**config.mk**
```make
export PLATFORM = sky130hd
export DESIGN_NAME = rmw_write_seq
export DESIGN_NICKNAME = d
export VERILOG_FILES = /design/src/rtl/rmwseq_pkg.sv /design/src/rtl/rmwseq_sync.sv /design/src/rtl/rmwseq_fsm.sv /design/src/rtl/rmwseq_drive.sv /design/src/rtl/rmw_write_seq.sv
export SDC_FILE = /design/constraint.sdc
export NUM_CORES = 1
export LEC_CHECK = 0
export ABC_CLOCK_PERIOD_IN_PS = 1800
export BUFFER_PORTS_ARGS = -buffer_cell sky130_fd_sc_hd__buf_2
export CAP_MARGIN = 10
export CORE_MARGIN = 2
export CORE_UTILIZATION = 44
export DETAILED_ROUTE_END_ITERATION = 10
export PLACE_DENSITY = 0.75
export SLEW_MARGIN = 40
export SYNTH_ARGS = -nofsm -noshare
export SYNTH_HDL_FRONTEND = slang
export SYNTH_SLANG_ARGS = --single-unit
```
**constraint.sdc**
```tcl
create_clock -name clk -period 1.8 [get_ports clk]
set_clock_uncertainty 0.1 [all_clocks]
set_input_delay 0.27 -clock clk [delete_from_list [all_inputs] [get_ports clk]]
set_output_delay 0.27 -clock clk [all_outputs]
set_load 0.03 [all_outputs]
```
**src/rtl/rmwseq_pkg.sv**
```systemverilog
// Shared types for the locked-cycle write sequencer.
// Assumes: the state order below is relied on only through case decodes.
package rmwseq_pkg;

    typedef enum logic [3:0] {
        ST_IDLE,
        ST_S12,
        ST_S13,
        ST_S14,
        ST_S15,
        ST_S16,
        ST_W1,
        ST_W2,
        ST_S17,
        ST_S18,
        ST_S19
    } wr_state_e;

    typedef enum logic [1:0] {
        TM_NONE,
        TM_ACK,
        TM_ERR,
        TM_PER
    } term_e;

endpackage

```
**src/rtl/rmwseq_sync.sv**
```systemverilog
// Multi-flop synchronizer for a small vector of active-low async inputs.
// Assumes: inputs idle high; reset loads all stages high (inactive).
module rmwseq_sync #(
    parameter int WIDTH  = 3,
    parameter int STAGES = 2
) (
    input  logic             clk,
    input  logic             rst_n,
    input  logic [WIDTH-1:0] async_n,
    output logic [WIDTH-1:0] sync_n
);
    logic [STAGES-1:0][WIDTH-1:0] chain;

    // Shift the raw inputs through STAGES flops.
    always_ff @(posedge clk) begin
        if (!rst_n) begin
            chain <= '1;
        end else begin
            chain[0] <= async_n;
            for (int s = 1; s < STAGES; s++) begin
                chain[s] <= chain[s-1];
            end
        end
    end

    assign sync_n = chain[STAGES-1];

endmodule

```
**src/rtl/rmwseq_fsm.sv**
```systemverilog
// Phase sequencer: steps S12..S19, inserts whole-clock waits (W1/W2 pairs)
// until a synchronized termination is seen, records the termination kind
// and pulses one outcome flag on return to idle.
// Assumes: one clock period equals one bus half-clock phase.
module rmwseq_fsm
    import rmwseq_pkg::*;
(
    input  logic      clk,
    input  logic      rst_n,
    input  logic      req_ok,
    input  logic      ack_s_n,
    input  logic      berr_s_n,
    input  logic      vpa_s_n,
    output wr_state_e state,
    output logic      done_ok,
    output logic      done_err,
    output logic      done_periph
);
    wr_state_e state_nx;
    term_e     term_q;
    logic      decide;
    logic      any_term;

    assign decide   = (state == ST_S16) || (state == ST_W2);
    assign any_term = !ack_s_n || !berr_s_n || !vpa_s_n;

    // Next-phase selection.
    always_comb begin
        state_nx = state;
        case (state)
            ST_IDLE: if (req_ok) state_nx = ST_S12;
            ST_S12:  state_nx = ST_S13;
            ST_S13:  state_nx = ST_S14;
            ST_S14:  state_nx = ST_S15;
            ST_S15:  state_nx = ST_S16;
            ST_S16:  state_nx = any_term ? ST_S17 : ST_W1;
            ST_W1:   state_nx = ST_W2;
            ST_W2:   state_nx = any_term ? ST_S17 : ST_W1;
            ST_S17:  state_nx = ST_S18;
            ST_S18:  state_nx = ST_S19;
            ST_S19:  state_nx = ST_IDLE;
            default: state_nx = ST_IDLE;
        endcase
    end

    // Phase register.
    always_ff @(posedge clk) begin
        if (!rst_n) state <= ST_IDLE;
        else        state <= state_nx;
    end

    // Record the termination kind at the decision point, error first.
    always_ff @(posedge clk) begin
        if (!rst_n) begin
            term_q <= TM_NONE;
        end else if (decide && any_term) begin
            if (!berr_s_n)     term_q <= TM_ERR;
            else if (!ack_s_n) term_q <= TM_ACK;
            else               term_q <= TM_PER;
        end
    end

    // One-cycle outcome flags on the exit from S19.
    always_ff @(posedge clk) begin
        if (!rst_n) begin
            done_ok     <= 1'b0;
            done_err    <= 1'b0;
            done_periph <= 1'b0;
        end else begin
            done_ok     <= (state == ST_S19) && (term_q == TM_ACK);
            done_err    <= (state == ST_S19) && (term_q == TM_ERR);
            done_periph <= (state == ST_S19) && (term_q == TM_PER);
        end
    end


    err_prio_chk: assert property (@(posedge clk) disable iff (!rst_n)
        (decide && !berr_s_n) |=> (term_q == TM_ERR));


    wait_hold_chk: assert property (@(posedge clk) disable iff (!rst_n)
        (decide && ack_s_n && berr_s_n && vpa_s_n) |=> (state == ST_W1));


    s19_exit_chk: assert property (@(posedge clk) disable iff (!rst_n)
        (state == ST_S19) |=> (state == ST_IDLE));


    flag_onehot_chk: assert property (@(posedge clk) disable iff (!rst_n)
        $onehot0({done_ok, done_err, done_periph}));

endmodule

```
**src/rtl/rmwseq_drive.sv**
```systemverilog
// Bus output decode: latches byte selection and write data at request,
// then derives every bus control and data output from the current phase.
// Assumes: outputs are decoded from registered state, so they change only
// at the clock edge that begins a phase.
module rmwseq_drive
    import rmwseq_pkg::*;
#(
    parameter int DATA_W = 16
) (
    input  logic              clk,
    input  logic              rst_n,
    input  wr_state_e         state,
    input  logic              req_ok,
    input  logic [1:0]        byte_en,
    input  logic [DATA_W-1:0] wr_data,
    output logic              addr_oe,
    output logic              as_n,
    output logic              rw_n,
    output logic              uds_n,
    output logic              lds_n,
    output logic              data_oe,
    output logic [DATA_W-1:0] data_out,
    output logic [4:0]        phase_num
);
    logic [1:0]        bsel_q;
    logic [DATA_W-1:0] data_q;
    logic              as_on, rw_low, oe_on, strb_on;

    // Capture the request payload when a cycle is accepted.
    always_ff @(posedge clk) begin
        if (!rst_n) begin
            bsel_q <= 2'b00;
            data_q <= '0;
        end else if (state == ST_IDLE && req_ok) begin
            bsel_q <= byte_en;
            data_q <= wr_data;
        end
    end

    // Per-phase control decode.
    always_comb begin
        as_on     = 1'b0;
        rw_low    = 1'b0;
        oe_on     = 1'b0;
        strb_on   = 1'b0;
        phase_num = 5'd0;
        case (state)
            ST_S12: begin as_on = 1'b1; phase_num = 5'd12; end
            ST_S13: begin as_on = 1'b1; phase_num = 5'd13; end
            ST_S14: begin as_on = 1'b1; rw_low = 1'b1; phase_num = 5'd14; end
            ST_S15: begin as_on = 1'b1; rw_low = 1'b1; oe_on = 1'b1; phase_num = 5'd15; end
            ST_S16, ST_W1, ST_W2, ST_S17, ST_S18: begin
                as_on   = 1'b1;
                rw_low  = 1'b1;
                oe_on   = 1'b1;
                strb_on = 1'b1;
                phase_num = (state == ST_S17) ? 5'd17 :
                            (state == ST_S18) ? 5'd18 : 5'd16;
            end
            ST_S19: begin rw_low = 1'b1; oe_on = 1'b1; phase_num = 5'd19; end
            default: ;
        endcase
    end

    assign addr_oe  = (state != ST_IDLE);
    assign as_n     = !as_on;
    assign rw_n     = !rw_low;
    assign data_oe  = oe_on;
    assign data_out = oe_on ? data_q : '0;
    assign uds_n    = !(strb_on && bsel_q[1]);
    assign lds_n    = !(strb_on && bsel_q[0]);


    oe_write_chk: assert property (@(posedge clk) disable iff (!rst_n)
        data_oe |-> !rw_n);


    strobe_as_chk: assert property (@(posedge clk) disable iff (!rst_n)
        (!uds_n || !lds_n) |-> (!as_n && data_oe));


    as_hold_chk: assert property (@(posedge clk) disable iff (!rst_n)
        (state == ST_S12) |=> (!as_n && addr_oe && rw_n));


    release_chk: assert property (@(posedge clk) disable iff (!rst_n)
        (state == ST_S19) |=> (rw_n && !data_oe && !addr_oe));

endmodule

```
**src/rtl/rmw_write_seq.sv**
```systemverilog
// Top of the locked-cycle write sequencer: synchronizes the termination
// inputs, runs the phase machine and decodes the bus outputs.
// Assumes: the read half already holds the address strobe low on entry.
module rmw_write_seq #(
    parameter int DATA_W      = 16,
    parameter int SYNC_STAGES = 2
) (
    input  logic              clk,
    input  logic              rst_n,
    input  logic              wr_req,
    input  logic [1:0]        byte_en,
    input  logic [DATA_W-1:0] wr_data,
    input  logic              ack_n,
    input  logic              berr_n,
    input  logic              vpa_n,
    output logic              addr_oe,
    output logic              as_n,
    output logic              rw_n,
    output logic              uds_n,
    output logic              lds_n,
    output logic              data_oe,
    output logic [DATA_W-1:0] data_out,
    output logic [4:0]        phase_num,
    output logic              done_ok,
    output logic              done_err,
    output logic              done_periph
);
    import rmwseq_pkg::*;

    localparam int TERM_W = 3;

    logic [TERM_W-1:0] term_s_n;
    logic              req_ok;
    wr_state_e         state;

    // A request is only valid with at least one byte lane selected.
    assign req_ok = wr_req && (byte_en != 2'b00);

    rmwseq_sync #(.WIDTH(TERM_W), .STAGES(SYNC_STAGES)) sync_i (
        .clk     (clk),
        .rst_n   (rst_n),
        .async_n ({berr_n, ack_n, vpa_n}),
        .sync_n  (term_s_n)
    );

    rmwseq_fsm fsm_i (
        .clk         (clk),
        .rst_n       (rst_n),
        .req_ok      (req_ok),
        .ack_s_n     (term_s_n[1]),
        .berr_s_n    (term_s_n[2]),
        .vpa_s_n     (term_s_n[0]),
        .state       (state),
        .done_ok     (done_ok),
        .done_err    (done_err),
        .done_periph (done_periph)
    );

    rmwseq_drive #(.DATA_W(DATA_W)) drive_i (
        .clk       (clk),
        .rst_n     (rst_n),
        .state     (state),
        .req_ok    (req_ok),
        .byte_en   (byte_en),
        .wr_data   (wr_data),
        .addr_oe   (addr_oe),
        .as_n      (as_n),
        .rw_n      (rw_n),
        .uds_n     (uds_n),
        .lds_n     (lds_n),
        .data_oe   (data_oe),
        .data_out  (data_out),
        .phase_num (phase_num)
    );


    reject_chk: assert property (@(posedge clk) disable iff (!rst_n)
        (state == ST_IDLE && wr_req && byte_en == 2'b00) |=> (phase_num == 5'd0));

endmodule

```
==> summary.md <==
| Metric | Value |
|---|---|
| Req. time, crit path | `approximately 1.4 ns` |
| FF+latch count, synth | `33` |
| CTS Sinks | `33` |
| Initial core utilization | `a little under half` |
| CTS tree | `yes` |
| Fraction of layout cells with a size suffix above 1 | `a little over two fifths` |
| DIE AREA | `approximately 4000 sq um` |
| First-pass GRT wire length | `between 5000 and 6000 microns` |
| Row cnt | `21` |
| Hpwl dp | `roughly 2100 microns` |
| Drt first pass iters | `4` |
| Synth top area cells | `dfxtp_1 43%, mux2i_1 12%, nand2_1 11%` |
| Dpl ws | `0.1363 ns` |
| Dominant synthesized flop cell | `dfxtp_1` |
| N_diodes | `0` |
| Final Cell Area | `roughly 2300 sq um` |
| Final Worst Setup Slack | `-0.06840 ns` |
| CTS Buffer Depth | `2` |
| Via count | `around 1,400` |
| Final WL | `approximately 3600 microns` |
| Max-slew headroom | `a little under three quarters` |
| DRC Markers | `0` |
| P&R area growth vs syn | `49.84%` |
| Pwr dens | `approximately 700 nW/um^2` |
| CTS root buffer | `clkbuf_4` |
| Count leader, synth | `nand2_1` |
| Max Cap Viol | `0` |
| Register area share after synthesis | `between 40 and 50%` |
| Mean number of vias per cell | `about 4.8` |
| Peak VDD IR | `0.4664 mV` |
| Status | `finished with violations` |
| IO buf count | `53` |
| Hold WC Path Type | `in2reg` |
| Max Clock Freq | `between 500 and 600 MHz` |
| Layout Cells excl Fill | `297` |
| Largest area contributor in the netlist | `dfxtp_1` |
| Ys Warns | `0` |
| Post-synth EDFFs | `0` |
| Crit. End Element | `output pin` |
| Antenna viol nets, final | `0` |
| Vias in the first global route | `1,294` |
| Layout net count | `~270` |
| Grt ovf | `0` |
| Post-Synthesis Cells | `~180` |
| TritonCTS Buffers | `5` |
| RSZ-0062 raised after global routing | `true` |
| H-tree levels | `2` |
| Type of the worst setup path | `reg2out` |
| Crit path arrival time | `around 1.5 ns` |
| Clk_lat worst skew | `0.33 ns` |
| Total GRT Usage | `between 10% and 20%` |
| Ys async rst share | `0%` |
| Clk slew on worst S/H paths | `approximately 0.10 ns` |
| Fin. Hold Viols | `0` |
| Largest net degree at the start of global routing | `25` |
| Initial antenna violation count | `0` |
| Worst hold path depth | `2` |
| Die Span X | `63.10 microns` |
| Final worst path period share | `103.8%` |
| Synthesized area per cell | `roughly 8.6 sq um` |
| Starting DRC count in detailed routing | `54` |
| Worst r2r path cells | `5` |
| Violated checks | `setup timing` |
| RD Place Congestion | `0.7482` |
| Dpl cell area | `1889 sq um` |
| Slew Viols, Final | `0` |
| Pleak | `0.001019 uW` |
| Netlist cell types | `33` |
| Die height | `roughly 63 microns` |
| Worst-path maximum fanout | `5` |
| Slew at the pin closest to its max-slew limit | `0.4237 ns` |
| Top cells by count, synth | `43 x nand2_1, 33 x dfxtp_1, 18 x mux2i_1, 17 x nor2b_1, 8 x clkbuf_1` |
| Synth Net Count | `203` |
| Core footprint | `roughly 3300 sq um` |
| Minimum clock period | `1.868 ns` |
| Synth top area share | `about 43%` |
| Dpl cells | `276` |
| # IOs | `54` |
| Critical path startpoint category | `flop` |
| Mapped Area | `roughly 1500 sq um` |
| Routed length per instance | `roughly 12 microns` |
| Number of setup violations in the final report | `20` |
## cell type report
cell class	count	area (sq um)
sequential	33	670.6
multi-input combinational	128	853.3
inverter	4	15.01
tap	46	57.56
clock buffer	7	55.05
timing repair buffer	78	620.6
fill	273	1035
clock inverter	1	30.03
## layer usage
| metal | vias to the layer above | global-route usage [%] | part of all wire (%) |
|---|---|---|---|
| met2 | 34 | 30.98 | 51 |
| met5 | - | 0 | 0 |
| met4 | 0 | 6.111 | 1.2 |
| li1 | 732 | - | - |
| met3 | 5 | 5.357 | 4.1 |
| met1 | 640 | 21.29 | 43 |
## sequential cells by signal, indices dropped and copies added (netlist names)
signal	cells
fsm_i.term_q	2
sync_i.sync_n	3
fsm_i.done_ok	1
drive_i.bsel_q	2
fsm_i.done_periph	1
drive_i.data_q	16
fsm_i.done_err	1
fsm_i.state	4
sync_i.chain	3
## where the power goes
part / internal [uW] / switching (uW) / total, uW
logic: 134 / 126 / 259
registers: 765 / 20.6 / 786
clock network: 332 / 243 / 575
## path summary, 6_finish.rpt
| check | from | to | slack (ns) |
|---|---|---|---|
| setup / recovery | fsm_i.state[3] | as_n | -0.07 |
| hold / removal | berr_n | sync_i.chain[2] | 0.02 |
| setup reg to reg | fsm_i.state[3] | drive_i.data_q[15] | 0.02 |
| hold reg to reg | sync_i.chain[2] | sync_i.sync_n[2] | 0.31 |
## placed cells by master, fill, tap and decap left out, types with 2 or more instances in the layout
cell / Yosys / routed
nor2b_4: 1 / 5
nand2b_1: 7 / 6
nand3_1: 2 / 2
buf_4: 1 / 25
dfxtp_1: 33 / 29
clkbuf_4: 0 / 5
nor4_1: 5 / 5
nand2_1: 43 / 41
a21oi_1: 7 / 6
buf_6: 2 / 18
xor2_1: 3 / 3
buf_12: 1 / 3
nor2b_2: 0 / 3
dlygate4sd3_1: 0 / 2
nor2_1: 6 / 4
mux2i_1: 18 / 18
dfxtp_2: 0 / 2
buf_2: 0 / 30
o2bb2ai_1: 2 / 2
inv_1: 4 / 3
dfxtp_4: 0 / 2
nor2b_1: 17 / 10
o21ai_1: 0 / 2
## per-stage QoR
step                TNS (ns)  hold WS, ns  util [%]  total power [uW]
CTS                  -0.8979     0.005124     66.14              1617
global placement           0       0.2912     56.62              1018
finish               -0.7516      0.01823     68.99              1620
global route          -2.711      0.01671     68.99              1692
floorplan            -0.2194       0.2715         -             960.3
detailed placement         0       0.2934     56.62              1021
## critical path: stages, from the launching register on
cell	delay [ns]
dfxtp_4	0.38
or4_4	0.57
nand2_2	0.09
buf_6	0.13
## cells by family (layout without fill, tap and decap cells)
logic type | Yosys count | count (layout) | share of synthesized area [%]
DFF | 33 | 33 | 43.00
AOI/OAI and AO/OA | 18 | 18 | 7.574
buffers and inverters | 18 | 90 | 6.678
xor gates and xnor gates | 4 | 4 | 2.281
and+or+nand+nor | 88 | 88 | 28.75
muxes | 18 | 18 | 11.73
## repair_timing
item | in CTS | in global routing
endpoints found under the hold margin | 2 | 0
buffers inserted | 7 | 2
pin swaps | 5 | 3
resized for setup | 51 | 22
endpoints found under the setup margin | 27 | 43
gates cloned | 2 | 0
hold buffers | 2 | 0
Note: power is estimated with default switching activity, not from simulation.
